[src/rtl/rx_stat_pkg.sv]
package rx_stat_pkg;

    localparam int ADDR_W = 12;
    localparam int DATA_W = 32;

    localparam logic [ADDR_W-1:0] ADDR_CNT_BASE = 12'h900;
    localparam logic [ADDR_W-1:0] ADDR_CFG      = 12'h945;

    localparam int CFG_CLR_BIT  = 0;
    localparam int CFG_SNAP_BIT = 2;

    localparam int NUM_CNT = 3;
    localparam int READ_W  = 64;

    typedef enum logic [1:0] {
        CNT_FRAG = 2'd0,
        CNT_JAB  = 2'd1,
        CNT_FCS  = 2'd2
    } cnt_id_e;

    typedef enum logic {
        SNAP_LIVE   = 1'b0,
        SNAP_FROZEN = 1'b1
    } snap_state_e;

endpackage

[src/rtl/rx_stat_classify.sv]
module rx_stat_classify
    import rx_stat_pkg::*;
#(
    parameter int LEN_W   = 16,
    parameter int MIN_LEN = 64,
    parameter int MAX_LEN = 1518
) (
    input  logic                 clk,
    input  logic                 rst_n,
    input  logic                 frame_end,
    input  logic [LEN_W-1:0]     frame_len,
    input  logic                 frame_crc_err,
    input  logic                 fcs_err,
    output logic [NUM_CNT-1:0]   cnt_ev
);

    localparam logic [LEN_W-1:0] MIN_L = LEN_W'(MIN_LEN);
    localparam logic [LEN_W-1:0] MAX_L = LEN_W'(MAX_LEN);

    logic fcs_q;
    logic bad_frame;
    logic is_short;
    logic is_long;

    always_ff @(posedge clk or negedge rst_n) begin
        if (!rst_n) begin
            fcs_q <= 1'b0;
        end else begin
            fcs_q <= fcs_err;
        end
    end

    always_comb begin
        bad_frame = frame_end && frame_crc_err;
        is_short  = (frame_len < MIN_L);
        is_long   = (frame_len > MAX_L);
        cnt_ev            = '0;
        cnt_ev[CNT_FRAG]  = bad_frame && is_short;
        cnt_ev[CNT_JAB]   = bad_frame && is_long;
        cnt_ev[CNT_FCS]   = fcs_err && !fcs_q;
    end

endmodule

[src/rtl/rx_stat_counter.sv]
module rx_stat_counter #(
    parameter int CNT_W = 64
) (
    input  logic             clk,
    input  logic             rst_n,
    input  logic             clr,
    input  logic             inc,
    output logic [CNT_W-1:0] cnt
);

    always_ff @(posedge clk or negedge rst_n) begin
        if (!rst_n) begin
            cnt <= '0;
        end else if (clr) begin
            cnt <= '0;
        end else if (inc) begin
            cnt <= cnt + CNT_W'(1);
        end
    end

endmodule

[src/rtl/rx_stat_snapshot.sv]
module rx_stat_snapshot
    import rx_stat_pkg::*;
#(
    parameter int CNT_W = 64
) (
    input  logic                             clk,
    input  logic                             rst_n,
    input  logic                             snap_set,
    input  logic                             snap_rel,
    input  logic [NUM_CNT-1:0][CNT_W-1:0]    live_cnt,
    output logic [NUM_CNT-1:0][CNT_W-1:0]    shadow_cnt,
    output logic                             use_shadow
);

    snap_state_e state;
    snap_state_e state_nxt;
    logic        capture;

    // State register
    always_ff @(posedge clk or negedge rst_n) begin
        if (!rst_n) begin
            state <= SNAP_LIVE;
        end else begin
            state <= state_nxt;
        end
    end

    // Next state
    always_comb begin
        state_nxt = state;
        unique case (state)
            SNAP_LIVE:   if (snap_set) state_nxt = SNAP_FROZEN;
            SNAP_FROZEN: if (snap_rel) state_nxt = SNAP_LIVE;
            default:     state_nxt = SNAP_LIVE;
        endcase
    end

    // Outputs
    always_comb begin
        capture    = 1'b0;
        use_shadow = 1'b0;
        unique case (state)
            SNAP_LIVE:   capture    = snap_set;
            SNAP_FROZEN: use_shadow = 1'b1;
            default:     use_shadow = 1'b0;
        endcase
    end

    always_ff @(posedge clk or negedge rst_n) begin
        if (!rst_n) begin
            shadow_cnt <= '0;
        end else if (capture) begin
            shadow_cnt <= live_cnt;
        end
    end

endmodule

[src/rtl/rx_stat_regs.sv]
module rx_stat_regs
    import rx_stat_pkg::*;
#(
    parameter int CNT_W    = 64,
    parameter bit STATS_EN = 1'b1
) (
    input  logic                             clk,
    input  logic                             rst_n,
    input  logic                             reg_wr,
    input  logic                             reg_rd,
    input  logic [ADDR_W-1:0]                reg_addr,
    input  logic [DATA_W-1:0]                reg_wdata,
    input  logic [NUM_CNT-1:0][CNT_W-1:0]    live_cnt,
    input  logic [NUM_CNT-1:0][CNT_W-1:0]    shadow_cnt,
    input  logic                             use_shadow,
    output logic [DATA_W-1:0]                reg_rdata,
    output logic                             clr_all,
    output logic                             snap_set,
    output logic                             snap_rel
);

    localparam int BLK_LSB = 3;

    logic                 cfg_snap;
    logic                 cfg_hit;
    logic                 cnt_hit;
    logic [BLK_LSB-1:0]   offs;
    logic [1:0]           sel_idx;
    logic [READ_W-1:0]    sel_val;
    logic [DATA_W-1:0]    rd_val;
    logic                 unused_wdata;

    assign unused_wdata = ^{reg_wdata[DATA_W-1:CFG_SNAP_BIT+1], reg_wdata[CFG_SNAP_BIT-1:CFG_CLR_BIT+1]};

    assign cfg_hit  = (reg_addr == ADDR_CFG);
    assign clr_all  = reg_wr && cfg_hit && reg_wdata[CFG_CLR_BIT];
    assign snap_set = reg_wr && cfg_hit &&  reg_wdata[CFG_SNAP_BIT] && !cfg_snap;
    assign snap_rel = reg_wr && cfg_hit && !reg_wdata[CFG_SNAP_BIT] &&  cfg_snap;

    always_ff @(posedge clk or negedge rst_n) begin
        if (!rst_n) begin
            cfg_snap <= 1'b0;
        end else if (reg_wr && cfg_hit) begin
            cfg_snap <= reg_wdata[CFG_SNAP_BIT];
        end
    end

    assign offs    = reg_addr[BLK_LSB-1:0];
    assign sel_idx = offs[2:1];
    assign cnt_hit = (reg_addr[ADDR_W-1:BLK_LSB] == ADDR_CNT_BASE[ADDR_W-1:BLK_LSB])
                     && (sel_idx < 2'(NUM_CNT));

    generate
        if (STATS_EN) begin : g_on
            always_comb begin
                sel_val = '0;
                if (cnt_hit) begin
                    if (use_shadow) sel_val[CNT_W-1:0] = shadow_cnt[sel_idx];
                    else            sel_val[CNT_W-1:0] = live_cnt[sel_idx];
                end
            end
        end else begin : g_off
            logic unused_cnt;
            assign unused_cnt = ^{live_cnt, shadow_cnt, use_shadow, cnt_hit};
            assign sel_val    = '0;
        end
    endgenerate

    always_comb begin
        rd_val = '0;
        if (cfg_hit) begin
            rd_val[CFG_SNAP_BIT] = cfg_snap;
        end else if (offs[0]) begin
            rd_val = sel_val[READ_W-1:DATA_W];
        end else begin
            rd_val = sel_val[DATA_W-1:0];
        end
    end

    always_ff @(posedge clk or negedge rst_n) begin
        if (!rst_n) begin
            reg_rdata <= '0;
        end else if (reg_rd) begin
            reg_rdata <= rd_val;
        end
    end

endmodule

[src/rtl/rx_stat_bank.sv]
module rx_stat_bank
    import rx_stat_pkg::*;
#(
    parameter int CNT_W    = 64,
    parameter int LEN_W    = 16,
    parameter int MIN_LEN  = 64,
    parameter int MAX_LEN  = 1518,
    parameter bit STATS_EN = 1'b1
) (
    input  logic              clk,
    input  logic              rst_n,
    input  logic              frame_end,
    input  logic [LEN_W-1:0]  frame_len,
    input  logic              frame_crc_err,
    input  logic              fcs_err,
    input  logic              reg_wr,
    input  logic              reg_rd,
    input  logic [11:0]       reg_addr,
    input  logic [31:0]       reg_wdata,
    output logic [31:0]       reg_rdata
);

    logic [NUM_CNT-1:0]               cnt_ev;
    logic [NUM_CNT-1:0][CNT_W-1:0]    live_cnt;
    logic [NUM_CNT-1:0][CNT_W-1:0]    shadow_cnt;
    logic                             use_shadow;
    logic                             clr_all;
    logic                             snap_set;
    logic                             snap_rel;

    generate
        if (STATS_EN) begin : g_stats
            rx_stat_classify #(
                .LEN_W   (LEN_W),
                .MIN_LEN (MIN_LEN),
                .MAX_LEN (MAX_LEN)
            ) u_classify (
                .clk           (clk),
                .rst_n         (rst_n),
                .frame_end     (frame_end),
                .frame_len     (frame_len),
                .frame_crc_err (frame_crc_err),
                .fcs_err       (fcs_err),
                .cnt_ev        (cnt_ev)
            );

            for (genvar i = 0; i < NUM_CNT; i++) begin : g_cnt
                rx_stat_counter #(
                    .CNT_W (CNT_W)
                ) u_cnt (
                    .clk   (clk),
                    .rst_n (rst_n),
                    .clr   (clr_all),
                    .inc   (cnt_ev[i]),
                    .cnt   (live_cnt[i])
                );
            end

            rx_stat_snapshot #(
                .CNT_W (CNT_W)
            ) u_snap (
                .clk        (clk),
                .rst_n      (rst_n),
                .snap_set   (snap_set),
                .snap_rel   (snap_rel),
                .live_cnt   (live_cnt),
                .shadow_cnt (shadow_cnt),
                .use_shadow (use_shadow)
            );
        end else begin : g_nostats
            logic unused_in;
            assign unused_in  = ^{frame_end, frame_len, frame_crc_err, fcs_err, snap_set, snap_rel};
            assign cnt_ev     = '0;
            assign live_cnt   = '0;
            assign shadow_cnt = '0;
            assign use_shadow = 1'b0;
        end
    endgenerate

    rx_stat_regs #(
        .CNT_W    (CNT_W),
        .STATS_EN (STATS_EN)
    ) u_regs (
        .clk        (clk),
        .rst_n      (rst_n),
        .reg_wr     (reg_wr),
        .reg_rd     (reg_rd),
        .reg_addr   (reg_addr),
        .reg_wdata  (reg_wdata),
        .live_cnt   (live_cnt),
        .shadow_cnt (shadow_cnt),
        .use_shadow (use_shadow),
        .reg_rdata  (reg_rdata),
        .clr_all    (clr_all),
        .snap_set   (snap_set),
        .snap_rel   (snap_rel)
    );

endmodule

[config.mk]
export PLATFORM = sky130hd
export DESIGN_NAME = rx_stat_bank
export DESIGN_NICKNAME = d
export VERILOG_FILES = /design/src/rtl/rx_stat_pkg.sv /design/src/rtl/rx_stat_classify.sv /design/src/rtl/rx_stat_counter.sv /design/src/rtl/rx_stat_snapshot.sv /design/src/rtl/rx_stat_regs.sv /design/src/rtl/rx_stat_bank.sv
export SDC_FILE = /design/constraint.sdc
export NUM_CORES = 1
export LEC_CHECK = 0
export BUFFER_PORTS_ARGS = -buffer_cell sky130_fd_sc_hd__buf_2
export CORE_ASPECT_RATIO = 0.7
export CORE_MARGIN = 2
export CORE_UTILIZATION = 35
export CTS_CLUSTER_DIAMETER = 80
export DETAILED_ROUTE_END_ITERATION = 6
export PLACE_DENSITY_LB_ADDON = 0.2
export SLEW_MARGIN = 20
export SYNTH_ARGS = -nofsm -noshare
export SYNTH_HDL_FRONTEND = slang
export SYNTH_SLANG_ARGS = --single-unit
[constraint.sdc]
create_clock -name clk -period 4.6 [get_ports clk]
set_input_delay 0.23 -clock clk [delete_from_list [all_inputs] [get_ports clk]]
set_output_delay 0.23 -clock clk [all_outputs]
set_load 0.1 [all_outputs]
Word level (Yosys, flattened, before mapping)
Index checks and enable logic that the tools add are counted.

Register bits: 419. Input bits: 67. Logic and storage cells: 58.

Add/subtract/negate cells: 3. $lt $le $gt $ge: 4. Equality and inequality tests: 2. Muxes and demuxes: 21. Bitwise operators: 1. Reductions and logical operators: 17.

Operators with widths (number): $mux 64 (10); $bmux 64 s2 (2); $add 64x1->64 const B (3); $mux 32 (1); $mux 29 (1); $gt 16x11->1 const B (1); $lt 16x7->1 const B (1); $eq 12x12->1 const B (1); $logic_and 1x1->1 (11); $eq 9x9->1 const B (1); $reduce_bool 2->1 (3); $mux 1 (5); $logic_not 1->1 (3); $lt 2x3->1 const B (1); $lt 2x2->1 const B (1); $mux 2 (1); $pmux 1 s2 (1); $not 1->1 (1).

Logic depth before layout (Yosys ltp)
Gate-level depths: netlist (run 1).

Depth after elaboration: 6. Depth in mapped cells: 9. Gate-level depth less buffers: 6.

Cells and area by module
From an unflattened synthesis (run 1), not the netlist that was laid out.

Cell total of the unflattened synthesis: 1879. Area, all modules: 22846.9 µm².

Modules (own cells, without submodules): rx_stat_counter (times used 3, cells an instance 379, area an instance 3460.8 µm²); rx_stat_snapshot (times used 1, cells an instance 409, area an instance 8097.8 µm²); rx_stat_regs (times used 1, cells an instance 317, area an instance 4245.3 µm²); rx_stat_classify (times used 1, cells an instance 16, area an instance 121.4 µm²).

Least setup slack after synthesis (run 1)
OpenSTA, ideal clock, no wires.

Kind: reg2reg. From: reg g_stats.g_cnt[0].u_cnt.cnt[4]. To: reg g_stats.g_cnt[0].u_cnt.cnt[29]. Arrival time: 1990 ps. Data required time: 4464 ps. Setup slack: 2473 ps. Stages on the path, launching flop included: 8. Buffers on the path: 3. Period minus slack after synthesis: 2127 ps. Cell sequence: dfrtp_1 > clkbuf_1 > nand4_1 > or4_4 > buf_6 > clkbuf_1 > o31ai_1 > a21oi_1.

Word-level cells in the longest chain between the ends: 3.

RTL lines: start, declared (line rx_stat_counter.sv:8) `output logic [CNT_W-1:0] cnt`; start signal, assigned (line rx_stat_counter.sv:17) `cnt <= cnt + CNT_W'(1);`; $add 64x1->64 (line rx_stat_counter.sv:17); $mux 64 (line rx_stat_counter.sv:16) `end else if (inc) begin`; $mux 64 (line rx_stat_counter.sv:14) `end else if (clr) begin`.

No other way between the ends. The select of a mux whose other input is x is not followed. A chain may end at the register's enable or synchronous reset.

Final worst setup path (run 1)
From: reg g_stats.g_cnt[1].u_cnt.cnt[16]. To: reg g_stats.g_cnt[1].u_cnt.cnt[56].

Word-level cells in the longest chain between the ends: 3.

RTL lines (line): start, declared (rx_stat_counter.sv:8); start signal, assigned (rx_stat_counter.sv:17); $add 64x1->64 (rx_stat_counter.sv:17); $mux 64 (rx_stat_counter.sv:16); $mux 64 (rx_stat_counter.sv:14).

No other way between the ends. The select of a mux whose other input is x is not followed.

==> metrics.txt, run 1 <==
share of cells above drive strength 1=24.41%; DP Wirelength=44,290 um; final period utilization=70.54%; Rel. slew slack=28.98%; I/O pin count=99; Worst Tran Pin Value=1056 ps; initial antenna violation count=1; Hold Crit Class=input pin to flip-flop; Non-Filler Instances=2,778; Final Max Tran Viols=0; CP Cell Sequence=nand4_1 -> nor4_1 -> nand2_1 -> or4_1 -> a21oi_1; multi-input logic area=0.01087 sq mm; DIE WIDTH=303.4 um; Post-Route WL=64,800 um; Cell Count Post-Placement=2,695; critical path's slowest cell=or4_1; most common cell after layout, fill and taps aside=dfrtp_1; DR WL/cell=23.33 um; Post-synth top flop=dfrtp_1; Worst Path Arrival=3730 ps; number of global-route vias before repair=15,670; fmax=0.3082 GHz; DIE AREA=0.06479 sq mm; Post-synth ARST share=100.0%; Fillers=5,903; row cnt=76; GP Congestion=0.8428; postcts setup bufs=0; Clock Path Buffers=3; YS warnings=0; hold buffers post-CTS=3; slowest stage delay, CP=700 ps; P&R area growth vs syn=12.15%; Worst Setup Start Kind=flip-flop; Port Buffers=68; # resized after CTS=0; critical path class=flip-flop to flip-flop; Sinks on Clock Net=419; Post-synth EDFFs=0; gr usage total=20.14%; Clk pin slew, worst setup/hold paths=60 ps; CTS Root Cell=clkbuf_16; number of max-cap violations=0; crit path max fanout=32; Hold Crit Depth=3; CP Data Required Time=5090 ps; Hold Crit Start=reg_rd; Worst Reg2Reg Path Length in Cells=5; drt pass-1 iters=5; Seq/Total Area, Yosys=47.75%; Clk Latency, worst-skew pair=570 ps; Critical Path Sink Type=flip-flop; VDD IR max=0.2610 mV; total CTS buffers=44; clock skew=24.25 ps; register area=0.01049 sq mm; Pwr Density=321.9 mW/mm^2; number of distinct library cells after synthesis=64; syn_nets=1,974; first-pass GRT wire length=99,240 um; Post-DRT Antenna Nets=0; Core Box Area=0.06181 sq mm; commonest cells after routing, fill and taps aside=dfrtp_1 (418), mux2_2 (197), a21oi_1 (133); DR vias/cell=5.954; FF-to-FF Start=g_stats.g_cnt[1].u_cnt.cnt[16]$_DFFE_PN0P_; Setup TNS=0 ps; Final setup viols=0; Residual DRC=0; largest net degree at the start of global routing=165; Hold Path Sink=u_regs.reg_rdata[2]$_DFFE_PN0P_; CTS tree=done; status=completed; r2r setup slk=1360 ps; RSZ-0062 raised after global routing=no; Synth Area per Inst=11.53 sq um; Leakage=10.50 nW; Die Ht=213.6 um; Post-Synthesis Cells=1,904; Post-Synthesis Cell Area=0.02196 sq mm; final hold vios=0; Starting Density=35.53%; Yosys reg bits=419; Tmin final=3245 ps; DR vias=16,540; H-tree levels=2; drt initial violations=1,607; total gr overflow=0; Reg-to-Reg End=g_stats.g_cnt[1].u_cnt.cnt[56]$_DFFE_PN0P_; Net count, final=1,995
==> layout make-up <==
class / instances / share of cell area (%)
multi-input combinational: 1338 / 44.15
sequential: 419 / 42.59
clock buffer: 68 / 5.411
tap: 819 / 4.161
timing repair buffer: 98 / 2.642
clock inverter: 11 / 0.6706
inverter: 24 / 0.3658
antenna: 1 / 0.01016
==> how the worst max path moves through the flow <==
stage | start | cells after the start | end | slack [ps]
final | g_stats.g_cnt[1].u_cnt.cnt[16]$_DFFE_PN0P_ | 5 | g_stats.g_cnt[1].u_cnt.cnt[56]$_DFFE_PN0P_ | 1360
after global routing | g_stats.g_cnt[0].u_cnt.cnt[37]$_DFFE_PN0P_ | 5 | g_stats.g_cnt[0].u_cnt.cnt[57]$_DFFE_PN0P_ | 1200
after CTS | g_stats.g_cnt[0].u_cnt.cnt[37]$_DFFE_PN0P_ | 5 | g_stats.g_cnt[0].u_cnt.cnt[57]$_DFFE_PN0P_ | 1460
after detailed placement | g_stats.g_cnt[0].u_cnt.cnt[37]$_DFFE_PN0P_ | 5 | g_stats.g_cnt[0].u_cnt.cnt[57]$_DFFE_PN0P_ | 1480
after global placement | g_stats.g_cnt[0].u_cnt.cnt[37]$_DFFE_PN0P_ | 5 | g_stats.g_cnt[0].u_cnt.cnt[63]$_DFFE_PN0P_ | 1510
after floorplan | g_stats.g_cnt[0].u_cnt.cnt[4]$_DFFE_PN0P_ | 7 | g_stats.g_cnt[0].u_cnt.cnt[29]$_DFFE_PN0P_ | 2470
==> critical path, delay by kind of cell (launching register included) <==
kind            cells  cell delay, ps
compound gates      1             160
flops               1             430
simple gates        4            2570
==> flip-flops by register name (all words and copies together), names as in the netlist <==
signal	cells
u_regs.reg_rdata	32
g_stats.u_classify.fcs_q	1
g_stats.g_cnt.u_cnt.cnt	192
g_stats.u_snap.shadow_cnt	192
u_regs.cfg_snap	1
g_stats.u_snap.state	1
==> kinds of logic after synthesis <==
group | synth area share, %
AND/OR/NAND/NOR | 15.63
flip-flops | 47.75
AO/OA/AOI/OAI | 9.532
multiplexers | 21.70
buffers and inverters | 2.820
XOR/XNOR | 2.393
adder cells (fa/ha/maj) | 0.1709
==> cells in the mapped netlist (all sizes together) (55+ instances only) <==
| master | number | area share (%) |
|---|---|---|
| dfrtp | 419 | 48 |
| clkbuf | 61 | 1.0 |
| nand4 | 69 | 2.0 |
| or3 | 55 | 1.6 |
| o31ai | 63 | 2.2 |
| mux4 | 94 | 9.6 |
| buf | 62 | 1.4 |
| nand3 | 78 | 1.8 |
| nor2 | 89 | 1.5 |
| mux2 | 205 | 11 |
| or4 | 70 | 2.4 |
| a21oi | 133 | 3.0 |
| nand2 | 105 | 1.8 |
| o21ai | 78 | 1.8 |
==> report_power, final <==
| part | switching [mW] | internal (mW) |
|---|---|---|
| Clock | 1.53 | 2.22 |
| Sequential | 0.108 | 3.74 |
| Combinational | 0.212 | 0.121 |
==> metal layers <==
| metal | wire [um] | global-route usage [%] | vias up | share of wire [%] |
|---|---|---|---|---|
| met5 | 0 | 0 | - | 0 |
| met4 | 1258 | 4.361 | 0 | 1.9 |
| met3 | 4380 | 3.749 | 74 | 6.8 |
| met2 | 26430 | 27.33 | 510 | 41 |
| met1 | 32730 | 32.64 | 8587 | 51 |
| li1 | - | - | 7369 | - |
==> metrics by stage <==
step	cell area, sq um	hold WS [ps]	util [%]	setup WS (ps)	total power [mW]
final	24630	42.29	39.84	1355	7.928
after global routing	24620	54.81	39.84	1196	8.224
after CTS	24620	25.19	39.84	1460	8.016
after detailed placement	23100	370.6	37.37	1477	4.254
after global placement	23100	367.1	37.37	1508	4.241
after floorplan	21960	-65.59	-	2473	4.060
(Power assumes the default switching activity.)
==> run 2: changes to the inputs <==
Settings changed: ABC_AREA from default to 1.
Clock period 4.6 ns to 2.6 ns, I/O delays scaled along.
==> run 2 against run 1 <==
Compared with the run above:
- cell area up 16%
- sequential share of layout area down 6.0 points
- synthesized area up 17%
==> metrics.txt, run 2 <==
status=completed (unchanged); P&R area growth vs syn=11.53% (was 12.15%); most common cell after layout, fill and taps aside=nand2_1 (was dfrtp_1); H-tree levels=2 (unchanged); number of distinct library cells after synthesis=39 (was 64); Worst Tran Pin Value=825.8 ps (was 1056 ps); Tmin final=2322 ps (was 3245 ps); syn_nets=3,783 (was 1,974); clock skew=29.93 ps (was 24.25 ps); Pwr Density=526.5 mW/mm^2 (was 321.9 mW/mm^2); Clock Path Buffers=3 (unchanged); final hold vios=0 (unchanged); n_diodes=0 (was 1); drt initial violations=3,299 (was 1,607); Overall Power=15.08 mW (was 7.928 mW); crit path max fanout=46 (was 32); Port Buffers=68 (unchanged); Seq/Total Area, Yosys=40.83% (was 47.75%); Synth Area per Inst=6.917 sq um (was 11.53 sq um); RSZ-0062 raised after global routing=no (unchanged); biggest regs=g_stats.g_cnt.u_cnt.cnt: 192 flops, g_stats.u_snap.shadow_cnt: 192 flops, u_regs.reg_rdata: 32 flops (unchanged); final period utilization=89.32% (was 70.54%); drt pass-1 iters=6 (was 5); Clk Latency, worst-skew pair=620 ps (was 570 ps); WHS=64.73 ps (was 42.29 ps); share of cells above drive strength 1=10.31% (was 24.41%); GP Congestion=1.036 (was 0.8428); Post-synth top flop=dfrtp_1 (unchanged); count leader, synth=nand2_1 (was dfrtp_1); Net count, final=3,820 (was 1,995); DR vias/cell=5.271 (was 5.954); total CTS buffers=45 (was 44); DP Wirelength=73,850 um (was 44,290 um); Worst Setup Start Kind=flip-flop (unchanged); synth cell count leaders=nand2_1 (1,071), nor2_1 (434), dfrtp_1 (419) (was dfrtp_1 (419), mux2_2 (197), a21oi_1 (133)); Setup TNS=0 ps (unchanged); Final setup viols=0 (unchanged); Fillers=7,835 (was 5,903); Core Box Area=0.07301 sq mm (was 0.06181 sq mm); Die Ht=230.6 um (was 213.6 um); Residual DRC=0 (unchanged); Design Area, Final=0.02864 sq mm (was 0.02463 sq mm); DP Area=0.02714 sq mm (was 0.02310 sq mm); Post-synth ARST share=100.0% (unchanged); top-area cell type share of the netlist area=40.83% (was 47.75%); DR WL/cell=20.62 um (was 23.33 um); GR met1 Demand/Resource=45.19% (was 32.64%); initial antenna violation count=2 (was 1); Rel. slew slack=44.95% (was 28.98%); row cnt=83 (was 76); met3 Use GR=5.972% (was 3.749%); commonest cells after routing, fill and taps aside=nand2_1 (1,071), nor2_1 (433), dfrtp_1 (418) (was dfrtp_1 (418), mux2_2 (197), a21oi_1 (133)); number of max-cap violations=0 (unchanged); Finished Core Util=39.23% (was 39.84%); Clk pin slew, worst setup/hold paths=70 ps (was 60 ps); Post-synth EDFFs=0 (unchanged); busiest grt layer=met1 (unchanged); # resized after CTS=0 (unchanged); Post-Route WL=98,150 um (was 64,800 um); Yosys reg bits=419 (unchanged); Leakage=14.00 nW (was 10.50 nW); gr usage total=25.85% (was 20.14%); CTS tree=done (unchanged); fmax=0.4306 GHz (was 0.3082 GHz); CTS Root Cell=clkbuf_16 (unchanged); area leader, netlist=dfrtp_1 (unchanged); Post-Synthesis Cells=3,713 (was 1,904); I/O pin count=99 (unchanged); Post-Synthesis Cell Area=0.02568 sq mm (was 0.02196 sq mm); total gr overflow=0 (unchanged); number of global-route vias before repair=21,970 (was 15,670); synth top area cells=dfrtp_1 (41%), nand2_1 (16%), nand3_1 (7.3%) (was dfrtp_1 (48%), mux2_2 (10%), mux4_2 (9.6%)); DIE WIDTH=327.8 um (was 303.4 um); CP Data Required Time=3080 ps (was 5090 ps); critical path class=flip-flop to flip-flop (unchanged); Worst Path Arrival=2800 ps (was 3730 ps); M2 GR Usage=30.29% (was 27.33%); DIE AREA=0.07559 sq mm (was 0.06479 sq mm); YS warnings=0 (unchanged); DR vias=25,080 (was 16,540); Final Max Tran Viols=0 (unchanged); Hold Crit Class=input pin to flip-flop (unchanged); Critical Path Sink Type=flip-flop (unchanged); first-pass GRT wire length=146,900 um (was 99,240 um); Post-DRT Antenna Nets=0 (unchanged); Sinks on Clock Net=419 (unchanged); VDD IR max=0.3820 mV (was 0.2610 mV); largest net degree at the start of global routing=126 (was 165); Starting Density=35.18% (was 35.53%)
[run 2: final timing paths]
check / start / slack, ps / cells past startpoint / to
worst max-delay path: g_stats.u_snap.state$_DFF_PN0_ / 280 / 8 / u_regs.reg_rdata[2]$_DFFE_PN0P_
worst min-delay path: reg_wr / 60 / 4 / g_stats.u_snap.state$_DFF_PN0_
worst max register to register: g_stats.u_snap.state$_DFF_PN0_ / 280 / 8 / u_regs.reg_rdata[2]$_DFFE_PN0P_
worst min register to register: u_regs.reg_rdata[13]$_DFFE_PN0P_ / 470 / 2 / u_regs.reg_rdata[13]$_DFFE_PN0P_
max in group asynchronous: rst_n / 1590 / 3 / g_stats.u_snap.shadow_cnt[59]$_DFFE_PN0P_
min in group asynchronous: rst_n / 130 / 2 / g_stats.u_snap.shadow_cnt[145]$_DFFE_PN0P_
[run 2: cell families (layout without fill, tap and decap cells)]
| logic type | after synthesis | in the layout | share of synthesized area, % |
|---|---|---|---|
| simple gates | 2055 | 2055 | 33.58 |
| fa+ha+maj | 3 | 3 | 0.1462 |
| flops | 419 | 419 | 40.83 |
| xor+xnor | 40 | 40 | 1.364 |
| compound gates | 643 | 643 | 14.63 |
| buf+inv | 553 | 622 | 9.456 |
[run 2: report_power, final]
group	switching (mW)	leakage, nW	internal (mW)
clock	2.96	0.711	3.62
combinational	1.11	7.84	0.404
sequential	0.263	5.45	6.72
[run 2: metrics by stage]
| stage | cells | setup slack, ps |
|---|---|---|
| 5_1_grt | 4759 | 188.1 |
| 6_report | 4759 | 277.8 |
| 2_1_floorplan | 3713 | 807.3 |
| 3_3_place_gp | 4672 | 461.7 |
| 3_5_place_dp | 4672 | 399.3 |
| 4_1_cts | 4759 | 304.4 |
[run 2: what timing repair did]
action,4_1_cts,5_1_grt
endpoints found under the hold margin,92,0
buffers inserted,0,0
hold buffers,8,0
[run 2: metal layers]
layer  vias up  part of all wire (%)
met5         -                     0
met4         0                   1.3
met3        79                    11
met2      1039                    35
met1     11830                    53
li1      12140                     -
[run 2: cell type report]
| class | instances | area [sq um] | area share (%) |
|---|---|---|---|
| clock inverter | 19 | 158.9 | 0.5548 |
| multi-input combinational | 2741 | 12780 | 44.62 |
| inverter | 384 | 1441 | 5.032 |
| clock buffer | 60 | 1265 | 4.416 |
| sequential | 419 | 10490 | 36.62 |
| timing repair buffer | 159 | 1285 | 4.486 |
| tap | 977 | 1222 | 4.268 |
[run 2: critical path: stages (launching register included)]
cell and delay (ps):
dfrtp_4 570, buf_12 200, a21oi_1 150, o21ai_0 90, nand3_1 110, nand3_1 250
nand2_1 160, a21oi_1 60, dlygate4sd3_1 550
